--- config.mk ---
export PLATFORM = sky130hd
export DESIGN_NAME = edge_wdog
export DESIGN_NICKNAME = d
export VERILOG_FILES = /design/src/rtl/edge_wdog_pkg.sv /design/src/rtl/edge_wdog_sync.sv /design/src/rtl/edge_wdog_edge.sv /design/src/rtl/edge_wdog_timer.sv /design/src/rtl/edge_wdog.sv
export SDC_FILE = /design/constraint.sdc
export NUM_CORES = 1
export LEC_CHECK = 0
export CAP_MARGIN = 20
export CORE_MARGIN = 2
export CORE_UTILIZATION = 45
export DETAILED_ROUTE_END_ITERATION = 6
export DONT_BUFFER_PORTS = 1
export PLACE_DENSITY_LB_ADDON = 0.25
export SLEW_MARGIN = 20
export SYNTH_ARGS = -nofsm -noshare
export SYNTH_HDL_FRONTEND = slang
export SYNTH_HIERARCHICAL = 1
export SYNTH_SLANG_ARGS = --single-unit
--- constraint.sdc ---
create_clock -name clk -period 1.35 [get_ports clk]
set_input_delay 0 -clock clk [delete_from_list [all_inputs] [get_ports clk]]
set_output_delay 0 -clock clk [all_outputs]
set_load 0.02 [all_outputs]
--- src/rtl/edge_wdog_pkg.sv ---
package edge_wdog_pkg;
   // Edge events seen on the synchronized activity line
   typedef struct packed {
      logic rise;
      logic fall;
   } edge_evt_t;

   localparam int unsigned MIN_SYNC_STAGES = 2;
   localparam int unsigned MIN_TIMEOUT     = 4;
endpackage

--- src/rtl/edge_wdog_sync.sv ---
module edge_wdog_sync #(
   parameter int unsigned STAGES = 2
) (
   input  logic clk,
   input  logic rst_n,
   input  logic d,
   output logic q
);
   if (STAGES < edge_wdog_pkg::MIN_SYNC_STAGES) begin : g_bad_stages
      $error("edge_wdog_sync: STAGES below minimum");
   end

   logic [STAGES-1:0] chain;

   for (genvar i = 0; i < STAGES; i++) begin : g_stage
      if (i == 0) begin : g_first
         always_ff @(posedge clk or negedge rst_n) begin
            if (!rst_n) chain[0] <= 1'b0;
            else        chain[0] <= d;
         end
      end else begin : g_next
         always_ff @(posedge clk or negedge rst_n) begin
            if (!rst_n) chain[i] <= 1'b0;
            else        chain[i] <= chain[i-1];
         end
      end
   end

   assign q = chain[STAGES-1];
endmodule

--- src/rtl/edge_wdog_edge.sv ---
module edge_wdog_edge
   import edge_wdog_pkg::*;
(
   input  logic      clk,
   input  logic      rst_n,
   input  logic      lvl,
   output edge_evt_t evt
);
   logic lvl_q;

   always_ff @(posedge clk or negedge rst_n) begin
      if (!rst_n) lvl_q <= 1'b0;
      else        lvl_q <= lvl;
   end

   always_comb begin
      evt.rise = lvl & ~lvl_q;
      evt.fall = ~lvl & lvl_q;
   end
endmodule

--- src/rtl/edge_wdog_timer.sv ---
module edge_wdog_timer #(
   parameter int unsigned TIMEOUT_CYCLES = 1600,
   parameter int unsigned CNT_W          = 11
) (
   input  logic             clk,
   input  logic             rst_n,
   input  logic             run,
   input  logic             kick,
   output logic [CNT_W-1:0] cnt,
   output logic             expired
);
   localparam logic [CNT_W-1:0] LAST = CNT_W'(TIMEOUT_CYCLES - 1);

   if (TIMEOUT_CYCLES < edge_wdog_pkg::MIN_TIMEOUT) begin : g_bad_timeout
      $error("edge_wdog_timer: TIMEOUT_CYCLES below minimum");
   end
   if ((1 << CNT_W) < TIMEOUT_CYCLES) begin : g_bad_width
      $error("edge_wdog_timer: CNT_W too narrow");
   end

   always_ff @(posedge clk or negedge rst_n) begin
      if (!rst_n) begin
         cnt     <= '0;
         expired <= 1'b0;
      end else if (!run || kick) begin
         cnt     <= '0;
         expired <= 1'b0;
      end else if (cnt == LAST) begin
         expired <= 1'b1;
      end else begin
         cnt <= cnt + 1'b1;
      end
   end
endmodule

--- src/rtl/edge_wdog.sv ---
module edge_wdog
   import edge_wdog_pkg::*;
#(
   parameter int unsigned TIMEOUT_CYCLES = 1600,
   parameter int unsigned SYNC_STAGES    = 2
) (
   input  logic clk,
   input  logic rst_n,
   input  logic kick_in,
   input  logic enable,
   input  logic supply_low,
   output logic wdog_n
);
   localparam int unsigned CNT_W = (TIMEOUT_CYCLES > 2) ? $clog2(TIMEOUT_CYCLES) : 1;

   logic             kick_sync;
   edge_evt_t        evt;
   logic             kick;
   logic             run;
   logic [CNT_W-1:0] cnt;
   logic             expired;

   edge_wdog_sync #(.STAGES(SYNC_STAGES)) u_sync (
      .clk   (clk),
      .rst_n (rst_n),
      .d     (kick_in),
      .q     (kick_sync)
   );

   edge_wdog_edge u_edge (
      .clk   (clk),
      .rst_n (rst_n),
      .lvl   (kick_sync),
      .evt   (evt)
   );

   assign kick = evt.rise | evt.fall;
   assign run  = enable & ~supply_low;

   edge_wdog_timer #(.TIMEOUT_CYCLES(TIMEOUT_CYCLES), .CNT_W(CNT_W)) u_timer (
      .clk     (clk),
      .rst_n   (rst_n),
      .run     (run),
      .kick    (kick),
      .cnt     (cnt),
      .expired (expired)
   );

   // supply fault overrides without any register in the path
   assign wdog_n = ~(supply_low | (enable & expired));
endmodule

## Word level (Yosys, flattened, before mapping)

Cells that the tools add are included.

| word-level totals | value |
|---|---|
| output and inout bits | 1 |
| logic and storage cells | 25 |
| input bits | 5 |
| register bits | 15 |

| operators by class | value |
|---|---|
| add/sub/neg operators | 1 |
| reductions and logical operators | 3 |
| bitwise gates (word level) | 10 |
| equality and inequality tests | 2 |
| mux-type cells | 4 |

Operator list:

| cell | number |
|---|---|
| two-way mux 11 bit | 2 |
| adder 11 x 1 -> 11 bit, second input constant | 1 |
| == test 11 bit, second input constant | 1 |
| AND 1 bit | 4 |
| NOT 1 bit | 4 |
| two-way mux 1 bit | 2 |
| != test 2 x 1 -> 1 bit, second input constant | 1 |
| OR 1 bit | 2 |
| nonzero test 2 bit | 1 |
| logical NOT 1 bit | 1 |
| logical OR 1 bit | 1 |

## Logic depth before layout (Yosys ltp)

| depth | value |
|---|---|
| depth after elaboration | 5 |
| mapped depth | 5 |
| mapped depth without buffers | 5 |

## Hierarchy

Netlist, hierarchy kept.

Modules (own cells, without submodules):

| module | instances | cells an instance | sequential area each (um2) | area an instance (um2) |
|---|---|---|---|---|
| edge_wdog_timer | 1 | 61 | 300.3 | 604.3 |
| edge_wdog_sync | 1 | 2 | 50.0 | 50.0 |
| edge_wdog_edge | 1 | 3 | 25.0 | 40.0 |
| edge_wdog | 1 | 3 | 0.0 | 17.5 |

## Least setup slack after synthesis

Ideal clock, no wire load.

| timing | value |
|---|---|
| kind | register to register |
| from | register u_timer.cnt[0] |
| to | register u_timer.cnt[3] |
| path buffers | 0 |
| setup slack | -0.138 ns |
| data arrival time | 1.410 ns |
| cell stages (with the launch flop) | 6 |
| cells stage by stage | dfrtp_1 > ha_1 > nand2_2 > nor4_4 > or3_2 > a21oi_1 |

| between the ends | value |
|---|---|
| longest elaborated chain between the ends | 3 |
| elaborated cells between the ends (all ways) | 5 |

RTL lines:

| element | RTL line | text |
|---|---|---|
| start, declared | edge_wdog_timer.sv:9 | `output logic [CNT_W-1:0] cnt,` |
| start signal, assigned | edge_wdog_timer.sv:31 | `cnt <= cnt + 1'b1;` |
| adder 11 x 1 -> 11 bit | edge_wdog_timer.sv:31 |  |
| two-way mux 11 bit | edge_wdog_timer.sv:28 | `end else if (cnt == LAST) begin` |
| two-way mux 11 bit | edge_wdog_timer.sv:25 | `end else if (!run \|\| kick) begin` |

Several ways; a longest one is shown, not always the timed one. The select of a mux whose other input is x is not followed.
A chain may end at the register's enable or synchronous reset.

## Final worst setup path

| timing | value |
|---|---|
| from | register u_timer.cnt[6] |
| to | register u_timer.cnt[6] |

Same word-level chain as after synthesis.

==> reports/results.ini <==
[run_status]
status = complete, but fails checks
violations = negative setup slack

[worst_setup_path]
crit_path_end_kind = flop
startpoint_type = flop
critPathMaxFanout = 5
crit_type = reg2reg
arrival_ns = 1.64
required_ns = 1.56

[cells_and_area]
fin_area_mm2 = 0.00100
antenna_cells = 0
drive_above_1_share_pct = 39.1
nets = 99
area_growth_syn_to_layout_pct = 40.9

[clock_tree]
cts_buffers = 3
clk_pin_slew_ns = 0.09
cts_tree = done
clk_latency_ns = 0.28
cts_buffer_depth = 2
clockRootBuffer = clkbuf_4
numClockSinks = 15
htreeDepth = 1

[die]
start_util_pct = 47.8
ioPinCount = 6
rows = 14
core_area_mm2 = 0.00149
die_w_um = 43.8
dieArea_mm2 = 0.00192
die-height_um = 43.8

[sta]
fmax_mhz = 700
period_minus_slack_ns = 1.43
rsz0062_at_grt = true
period_share_pct = 106
clock_skew_ns = 0.00825
hold_viol = 0
setup_viol = 5
drv_slew = 0
fin_ws_ns = -0.0779
slew_headroom_pct = 55.5
tightest_slew_ns = 0.665
holdWs_ns = 0.0103

[synthesis]
synth_top_area_cell = dfrtp_1
synth_most_common_cell = dfrtp_1
synth-edff-count = 0
synthesis.area_um2 = 712
synth_common_cells = 15 x dfrtp_1, 12 x nor2_1, 5 x nor3_1
ys_seq_area_share_pct = 52.7
yosys_warnings = 6
synthTopCellsByArea = dfrtp_1 53%, nor2_1 6.3%, xnor2_1 4.9%
synthArstFlopShare_pct = 100
syn_inst = 69
synth_seq_cells = 15
ys.flop_type = dfrtp_1
syn_avg_cell_area_um2 = 10.3
syn_nets = 75
synth_top_area_share_pct = 52.7
netlist-cell-type-count = 27

[placed_design]
io_buffers = 0
place_congestion = 0.758
dpl_worst_slack_ns = -0.115
dpl_cell_area_um2 = 852
hpwl_um = 935

[routing]
drc = 0
wirelength_mm = 1.51
drt-pass1-iter-count = 4
drtIter0Drc = 9
via_count = 573
ant_nets = 0
wl_per_cell_um = 14.0
viasPerCell = 5.31

[power_and_ir_drop]
power.total_mw = 0.761
p_leak_nw = 0.444
vdd_drop_max_uv = 687
power_density_mw_per_mm2 = 758

[worst_hold_path]
hp-class = in2reg

[grt]
met2_usage_pct = 26.8
antenna_found_initial = 0
overflow = 0
grt_util_met3_pct = 3.75
grt_pass1_wl_mm = 2.34
track_usage_pct = 17.1
grt-busiest-layer = met2
grt_pass1_vias = 551
grt_max_degree = 16
met1_usage_pct = 22.7

[run]
drv_cap = 0

==> through the flow <==
step,utilization [%],cells,TNS [ns]
after floorplan,-,69,-0.133
after global placement,57.2,98,-0.106
after detailed placement,57.2,98,-0.527
after CTS,63.0,105,-0.545
after global routing,67.4,108,-0.664
final,67.4,108,-0.276
==> sequential cells by signal, summed over array words and instances, names as in the netlist <==
| name | count |
|---|---|
| u_timer/expired | 1 |
| u_timer/cnt | 11 |
| u_edge/lvl_q | 1 |
| u_sync/q | 1 |
| u_sync/chain | 1 |
==> final cells by class <==
type	count	area, um^2
clock buffers	4	26.3
flip-flops and latches	15	375
fillers	117	485
multi-input cells	50	408
well taps	16	20.0
inverters	3	11.3
repair buffers	20	163
==> cells in the final DEF, fill, tap and decap left out, types with 2 or more instances in the layout <==
cell type,Yosys,final
buf_4,0,16
dfrtp_1,15,15
nor2_1,12,11
xnor2_1,4,4
clkbuf_4,0,3
inv_1,3,3
a21oi_1,4,2
nor2b_1,2,2
dlygate4sd3_1,0,2
nor4_4,1,2
nand3_1,2,2
a21oi_2,0,2
nor3_2,0,2
xor2_1,2,2
nor3_1,5,2
nand2_1,2,2
buf_6,0,2
==> power breakdown <==
part           internal (mW)  switching, mW  total (mW)  leakage [nW]
registers              0.455        0.00389       0.459         0.202
logic                 0.0222         0.0250      0.0472         0.227
clock network          0.114          0.140       0.254        0.0150
total                  0.592          0.169       0.761         0.444
==> repair_timing <==
item	in CTS	in global routing
buffers inserted	2	3
endpoints found under the hold margin	16	0
pin swaps	5	7
hold buffers	2	0
resized for setup	6	9
setup endpoints to repair	7	10
==> logic make-up (layout without fill, tap and decap cells) <==
kind of cell / Yosys count / after routing / synth area share (%)
and+or+nand+nor: 34 / 34 / 28.5
DFF: 15 / 15 / 52.7
AOI/OAI and AO/OA: 8 / 8 / 6.15
xor gates and xnor gates: 6 / 6 / 7.38
buffers and inverters: 4 / 27 / 2.11
adders and majority gates: 1 / 1 / 1.76
muxes: 1 / 1 / 1.41
==> worst max-delay path, stage by stage, from the launching register on <==
cell     delay (ns)
dfrtp_1        0.39
buf_4          0.13
buf_4          0.14
or4_1          0.54
a21oi_2        0.16
==> metal layers <==
metal | share of wire [%] | wire, um
met1 | 43 | 656
met2 | 50 | 758
met3 | 3.5 | 53
met4 | 2.7 | 40
met5 | 0 | 0
==> worst paths after layout <==
| kind | startpoint | end | slack [ns] | cells past startpoint |
|---|---|---|---|---|
| min in group asynchronous | rst_n | u_timer/cnt[4]$_DFFE_PN0P_ | 0.19 | 1 |
| max in group asynchronous | rst_n | u_timer/cnt[0]$_DFFE_PN0P_ | 0.73 | 1 |
| setup reg to reg | u_timer/cnt[6]$_DFFE_PN0P_ | u_timer/cnt[6]$_DFFE_PN0P_ | -0.08 | 4 |
| hold / removal | supply_low | u_timer/cnt[4]$_DFFE_PN0P_ | 0.01 | 4 |
| setup / recovery | u_timer/cnt[6]$_DFFE_PN0P_ | u_timer/cnt[6]$_DFFE_PN0P_ | -0.08 | 4 |
| hold reg to reg | u_sync/chain[0]$_DFF_PN0_ | u_sync/q$_DFF_PN0_ | 0.36 | 0 |
Power figures use the tool's default switching activity.
